<file path="src/rtl/sar_ctl_pkg.sv">
package sar_ctl_pkg;
    parameter int unsigned RES_W      = 12;
    parameter int unsigned NIB_W      = 4;
    parameter int unsigned SHORT_BITS = 8;
    parameter int unsigned NIBS       = RES_W / NIB_W;
    parameter int unsigned IDX_W      = $clog2(RES_W);

    typedef logic [RES_W-1:0] code_t;
    typedef logic [IDX_W-1:0] idx_t;

    typedef enum logic {
        ENG_IDLE = 1'b0,
        ENG_RUN  = 1'b1
    } eng_state_e;

    typedef struct packed {
        logic conv;
        logic rd;
    } req_t;

    typedef struct packed {
        logic [NIBS-1:0] oe;
        code_t           data;
    } bus_t;

    function automatic code_t bit_mask(input idx_t idx);
        return code_t'(1) << idx;
    endfunction
endpackage

</file>
<file path="src/rtl/sar_req_decode.sv">
module sar_req_decode
    import sar_ctl_pkg::*;
(
    input  logic clk,
    input  logic rst,
    input  logic chip_en_i,
    input  logic chip_sel_n_i,
    input  logic rd_conv_i,
    input  logic standalone_i,
    output req_t req_o
);
    logic rc_q;
    logic sel;
    logic fall;

    always_ff @(posedge clk) begin
        if (rst) rc_q <= 1'b0;
        else     rc_q <= rd_conv_i;
    end

    always_comb begin
        sel        = chip_en_i && !chip_sel_n_i;
        fall       = rc_q && !rd_conv_i;
        req_o.rd   = sel && rd_conv_i;
        req_o.conv = sel && (standalone_i ? fall : !rd_conv_i);
    end
endmodule

</file>
<file path="src/rtl/sar_engine.sv">
module sar_engine
    import sar_ctl_pkg::*;
(
    input  logic  clk,
    input  logic  rst,
    input  logic  start_i,
    input  logic  short_i,
    input  logic  cmp_i,
    output code_t dac_o,
    output logic  busy_o,
    output code_t result_o
);
    localparam idx_t TOP_IDX   = idx_t'(RES_W - 1);
    localparam idx_t FULL_STOP = idx_t'(0);
    localparam idx_t SHORT_STP = idx_t'(RES_W - SHORT_BITS);

    eng_state_e state_q;
    code_t      trial_q;
    code_t      res_q;
    code_t      kept;
    idx_t       idx_q;
    idx_t       stop_q;

    always_comb begin
        kept = cmp_i ? trial_q : (trial_q & ~bit_mask(idx_q));
    end

    always_ff @(posedge clk) begin
        if (rst) begin
            state_q <= ENG_IDLE;
            trial_q <= '0;
            res_q   <= '0;
            idx_q   <= '0;
            stop_q  <= '0;
        end else begin
            case (state_q)
                ENG_IDLE: begin
                    if (start_i) begin
                        state_q <= ENG_RUN;
                        trial_q <= bit_mask(TOP_IDX);
                        idx_q   <= TOP_IDX;
                        stop_q  <= short_i ? SHORT_STP : FULL_STOP;
                    end
                end
                ENG_RUN: begin
                    if (idx_q == stop_q) begin
                        trial_q <= kept;
                        res_q   <= kept;
                        state_q <= ENG_IDLE;
                    end else begin
                        trial_q <= kept | bit_mask(idx_q - idx_t'(1));
                        idx_q   <= idx_q - idx_t'(1);
                    end
                end
                default: state_q <= ENG_IDLE;
            endcase
        end
    end

    assign dac_o    = trial_q;
    assign busy_o   = (state_q == ENG_RUN);
    assign result_o = res_q;
endmodule

</file>
<file path="src/rtl/sar_out_fmt.sv">
module sar_out_fmt
    import sar_ctl_pkg::*;
(
    input  logic            clk,
    input  logic            rst,
    input  logic            rd_i,
    input  logic            wide_i,
    input  logic            low_byte_i,
    input  code_t           result_i,
    output logic [NIBS-1:0] oe_o,
    output code_t           data_o
);
    bus_t bus_d;
    bus_t bus_q;

    for (genvar n = 0; n < NIBS; n++) begin : g_nib
        localparam bit IN_HI = (n >= NIBS - 2);
        localparam bit IN_LO = (n < 2);
        localparam bit IS_LSN = (n == 0);
        logic en;
        logic pass;
        always_comb begin
            en   = wide_i || (low_byte_i ? IN_LO : IN_HI);
            pass = wide_i || !low_byte_i || IS_LSN;
            bus_d.oe[n] = rd_i && en;
            bus_d.data[n*NIB_W +: NIB_W] =
                (rd_i && en && pass) ? result_i[n*NIB_W +: NIB_W] : '0;
        end
    end

    always_ff @(posedge clk) begin
        if (rst) bus_q <= '0;
        else     bus_q <= bus_d;
    end

    assign oe_o   = bus_q.oe;
    assign data_o = bus_q.data;
endmodule

</file>
<file path="src/rtl/sar_ctl_top.sv">
module sar_ctl_top
    import sar_ctl_pkg::*;
(
    input  logic                      clk,
    input  logic                      rst,
    input  logic                      chip_en_i,
    input  logic                      chip_sel_n_i,
    input  logic                      rd_conv_i,
    input  logic                      byte_addr_i,
    input  logic                      word12_i,
    input  logic                      standalone_i,
    input  logic                      cmp_i,
    output logic [RES_W-1:0]          dac_o,
    output logic                      busy_o,
    output logic [RES_W-1:0]          data_o,
    output logic [NIBS-1:0]           nib_oe_o
);
    req_t  req;
    code_t result_w;
    logic  start;

    sar_req_decode u_dec (
        .clk          (clk),
        .rst          (rst),
        .chip_en_i    (chip_en_i),
        .chip_sel_n_i (chip_sel_n_i),
        .rd_conv_i    (rd_conv_i),
        .standalone_i (standalone_i),
        .req_o        (req)
    );

    assign start = req.conv;

    sar_engine u_eng (
        .clk      (clk),
        .rst      (rst),
        .start_i  (start),
        .short_i  (byte_addr_i),
        .cmp_i    (cmp_i),
        .dac_o    (dac_o),
        .busy_o   (busy_o),
        .result_o (result_w)
    );

    sar_out_fmt u_fmt (
        .clk        (clk),
        .rst        (rst),
        .rd_i       (req.rd),
        .wide_i     (word12_i),
        .low_byte_i (byte_addr_i),
        .result_i   (result_w),
        .oe_o       (nib_oe_o),
        .data_o     (data_o)
    );
endmodule

</file>
<file path="config.mk">
export PLATFORM = sky130hd
export DESIGN_NAME = sar_ctl_top
export DESIGN_NICKNAME = d
export VERILOG_FILES = /design/src/rtl/sar_ctl_pkg.sv /design/src/rtl/sar_req_decode.sv /design/src/rtl/sar_engine.sv /design/src/rtl/sar_out_fmt.sv /design/src/rtl/sar_ctl_top.sv
export SDC_FILE = /design/constraint.sdc
export NUM_CORES = 1
export LEC_CHECK = 0
export CORE_ASPECT_RATIO = 0.75
export CORE_UTILIZATION = 55
export CTS_CLUSTER_DIAMETER = 200
export DETAILED_ROUTE_END_ITERATION = 6
export HOLD_SLACK_MARGIN = 0.15
export PLACE_DENSITY = 0.84
export SYNTH_ARGS = -nofsm -noshare
export SYNTH_HDL_FRONTEND = slang
export SYNTH_HIERARCHICAL = 1
export SYNTH_SLANG_ARGS = --single-unit
</file>
<file path="constraint.sdc">
create_clock -name clk -period 2.7 [get_ports clk]
set_input_delay 0.54 -clock clk [delete_from_list [all_inputs] [get_ports clk]]
set_output_delay 0.54 -clock clk [all_outputs]
set_load 0.05 [all_outputs]
</file>
==> impl_metrics.ini <==
[job]
drv_cap = 0

[clocking]
clkSlewWorstSetupHoldPaths_ps = 80
cts_resized = 0
clkSinkCount = 46
holdBufCountCts = 0
cts_buffer_depth = 2
h-tree-depth = 2
cts_buffers = 5
clkLatencyLatePin_ps = 300
post_cts_buffers = 0
root_buffer = clkbuf_8
cts_tree = yes

[routing]
wl_met3_um = 316
drtAntennaViolNets = 0
wl_per_cell_um = 16.1
met2_length_mm = 2.07
drt_iter0_markers = 114
viasPerCell = 5.94
top_layer = met4
drtPass1Iterations = 7
routed-via-count = 1681
drcViolationCount = 6
m1WireLength_mm = 2.11
drt-total-wl_mm = 4.55

[critical_path]
cp-start-kind = register
path_buf_inv = 2
crit_path_end_kind = register
worstPathArrival_ps = 2290
path_class = register to register
cp_slowest_stage_delay_ps = 420
required_ps = 2920
crit_family = simple AND/OR/NAND/NOR gates
crit_chain = inv_1 > ha_1 > nor2b_1 > and3_1 > buf_4 > nand3_1 > a21oi_1
worst_path_max_delay_cell = ha_1
crit_fanout = 11

[sta]
clock_skew_ps = 5.13
rsz0062_at_grt = no
tightest_slew_ps = 643
finalCriticalPeriod_ps = 2070
fin_setup_tns_ps = 0
slew_headroom_pct = 57.0
slew_violations = 0
holdWs_ps = 452
fmaxAchievable_mhz = 484
worst_slack_ps = 635
setup_viol = 0
hold_violations = 0
final.period_utilization_pct = 76.5

[cells_and_area]
drive_above_1_share_pct = 8.64
final_area_um2 = 2450
num_antenna_cells = 0
final_nets = 256
fin_cells = 283
area_growth_pct = 23.9
multiInputGateArea_um2 = 951
seqCellArea_um2 = 921
n_fill_cell = 266
final_util_pct = 72.9

[grt]
grt_pass1_vias = 1483
grt_remaining_overflow = 0
grt_max_degree = 16
grt_use_total_pct = 25.6
grt_pass1_wl_mm = 7.27
antenna_found_initial = 0

[logic_synthesis]
yosys.cell_count.top_type = dfxtp_1
synth-edff-count = 0
syn_area_per_cell_um2 = 9.45
synth_top_area_share_pct = 46.6
syn-num-nets = 223
yosys_most_used_dff = dfxtp_1
ys_async_sr_fraction_pct = 0
synthTopCellsByCount = 46 x dfxtp_1, 22 x nand2_1, 18 x nand3_1
synthesis.area_um2 = 1980
post-synth-top-area-cell = dfxtp_1
yosys_warnings = 6
yosysSeqAreaShare_pct = 46.6
synthTopCellsByArea = dfxtp_1 47%, nor3b_1 5.3%, nand3_1 4.6%
synth-seq-cells = 46
ys_types = 37
synth_cells = 209

[place]
dp_cells = 275
portBuffers = 36
dpl_cell_area_um2 = 2330
gp_congestion = 0.903
hpwl_mm = 3.09
place_ws_ps = 487

[pwr]
p_total_mw = 1.37
peakVddDrop_mv = 0.433
swShare_pct = 25.2
clkPwrFrac_pct = 37.4
cellLeakagePower_nw = 0.860
pwr-share-seq_pct = 51.1
intPower_mw = 1.02
p_per_area_nw_per_um2 = 558
p_switching_mw = 0.344
p_comb_share_pct = 11.5

[hold_path]
worstHoldPathType = register to register

[floorplan]
die_x_um = 71.2
rows = 18
core-area_um2 = 3360
fp.dieH_um = 53.9
initial_core_util_pct = 58.9
ios = 37
dieArea_um2 = 3840

[status]
outcome = finished, violations left
violations = DRC
[flip-flops by register name (all words and copies together), names as in the netlist]
signal          cells
u_eng/dac_o        12
u_eng/result_o     12
u_fmt/data_o       12
u_eng/idx_q         4
u_fmt/oe_o          3
u_dec/rc_q          1
u_eng/busy_o        1
u_eng/stop_q        1
[cells by family after synthesis]
| family | Yosys count | share of synthesized area, % |
|---|---|---|
| simple gates | 96 | 28.2 |
| flops | 46 | 46.6 |
| compound gates | 37 | 13.8 |
| buf+inv | 19 | 5.26 |
| fa+ha+maj | 5 | 3.17 |
| mux | 4 | 2.03 |
| xor+xnor | 2 | 0.887 |
[worst min-delay path, delay by kind of cell, from the launching register on]
family	cells	cell delay (ps)
AO/OA/AOI/OAI	1	50
flip-flops	1	310
AND/OR/NAND/NOR	1	50
[layout by cell type, fill, tap and decap left out, types with 3 or more instances in the layout]
cell type / synthesis / routed
inv_1: 4 / 4
nor2_1: 14 / 14
clkdlybuf4s50_1: 0 / 36
ha_1: 5 / 5
a31o_2: 3 / 3
nor3b_1: 14 / 14
nor2b_1: 7 / 7
buf_4: 2 / 5
a21oi_1: 10 / 10
dfxtp_1: 46 / 46
nand3_1: 18 / 18
nand2_1: 22 / 22
a22o_1: 3 / 3
nand2b_1: 3 / 3
o22ai_1: 3 / 3
mux2i_1: 4 / 4
o21a_1: 3 / 3
a21boi_0: 3 / 3
nor3_1: 5 / 5
a31oi_1: 3 / 3
a32o_1: 7 / 7
clkbuf_8: 0 / 5
[power groups by stage]
stage	clock [mW]	sequential, mW	combinational [mW]
after floorplan	0	0.721	0.100
after global placement	0	0.714	0.149
after detailed placement	0	0.714	0.152
after CTS	0.521	0.698	0.153
after global routing	0.554	0.700	0.167
final	0.511	0.699	0.157
[final cells by class]
type                       count  area share (%)
clock buffer                   5            2.81
clock inverter                 3            1.79
inverter                       4           0.613
multi-input combinational    144            38.9
sequential                    46            37.6
tap                           40            2.04
timing repair buffer          41            16.3
[metal layers]
metal | vias up | global-route usage [%]
li1 | 806 | -
met1 | 803 | 34.1
met2 | 65 | 41.6
met3 | 7 | 5.24
met4 | 0 | 10.3
met5 | - | 0
[worst paths after layout]
check	start	end	slack, ps	depth (start not counted)
max	u_eng/idx_q[0]	u_eng/result_o[3]	630	7
min	u_eng/result_o[6]	u_eng/result_o[6]	450	2
max reg2reg	u_eng/idx_q[0]	u_eng/result_o[3]	630	7
min reg2reg	u_eng/result_o[6]	u_eng/result_o[6]	450	2
Note: power is estimated with default switching activity, not from simulation.
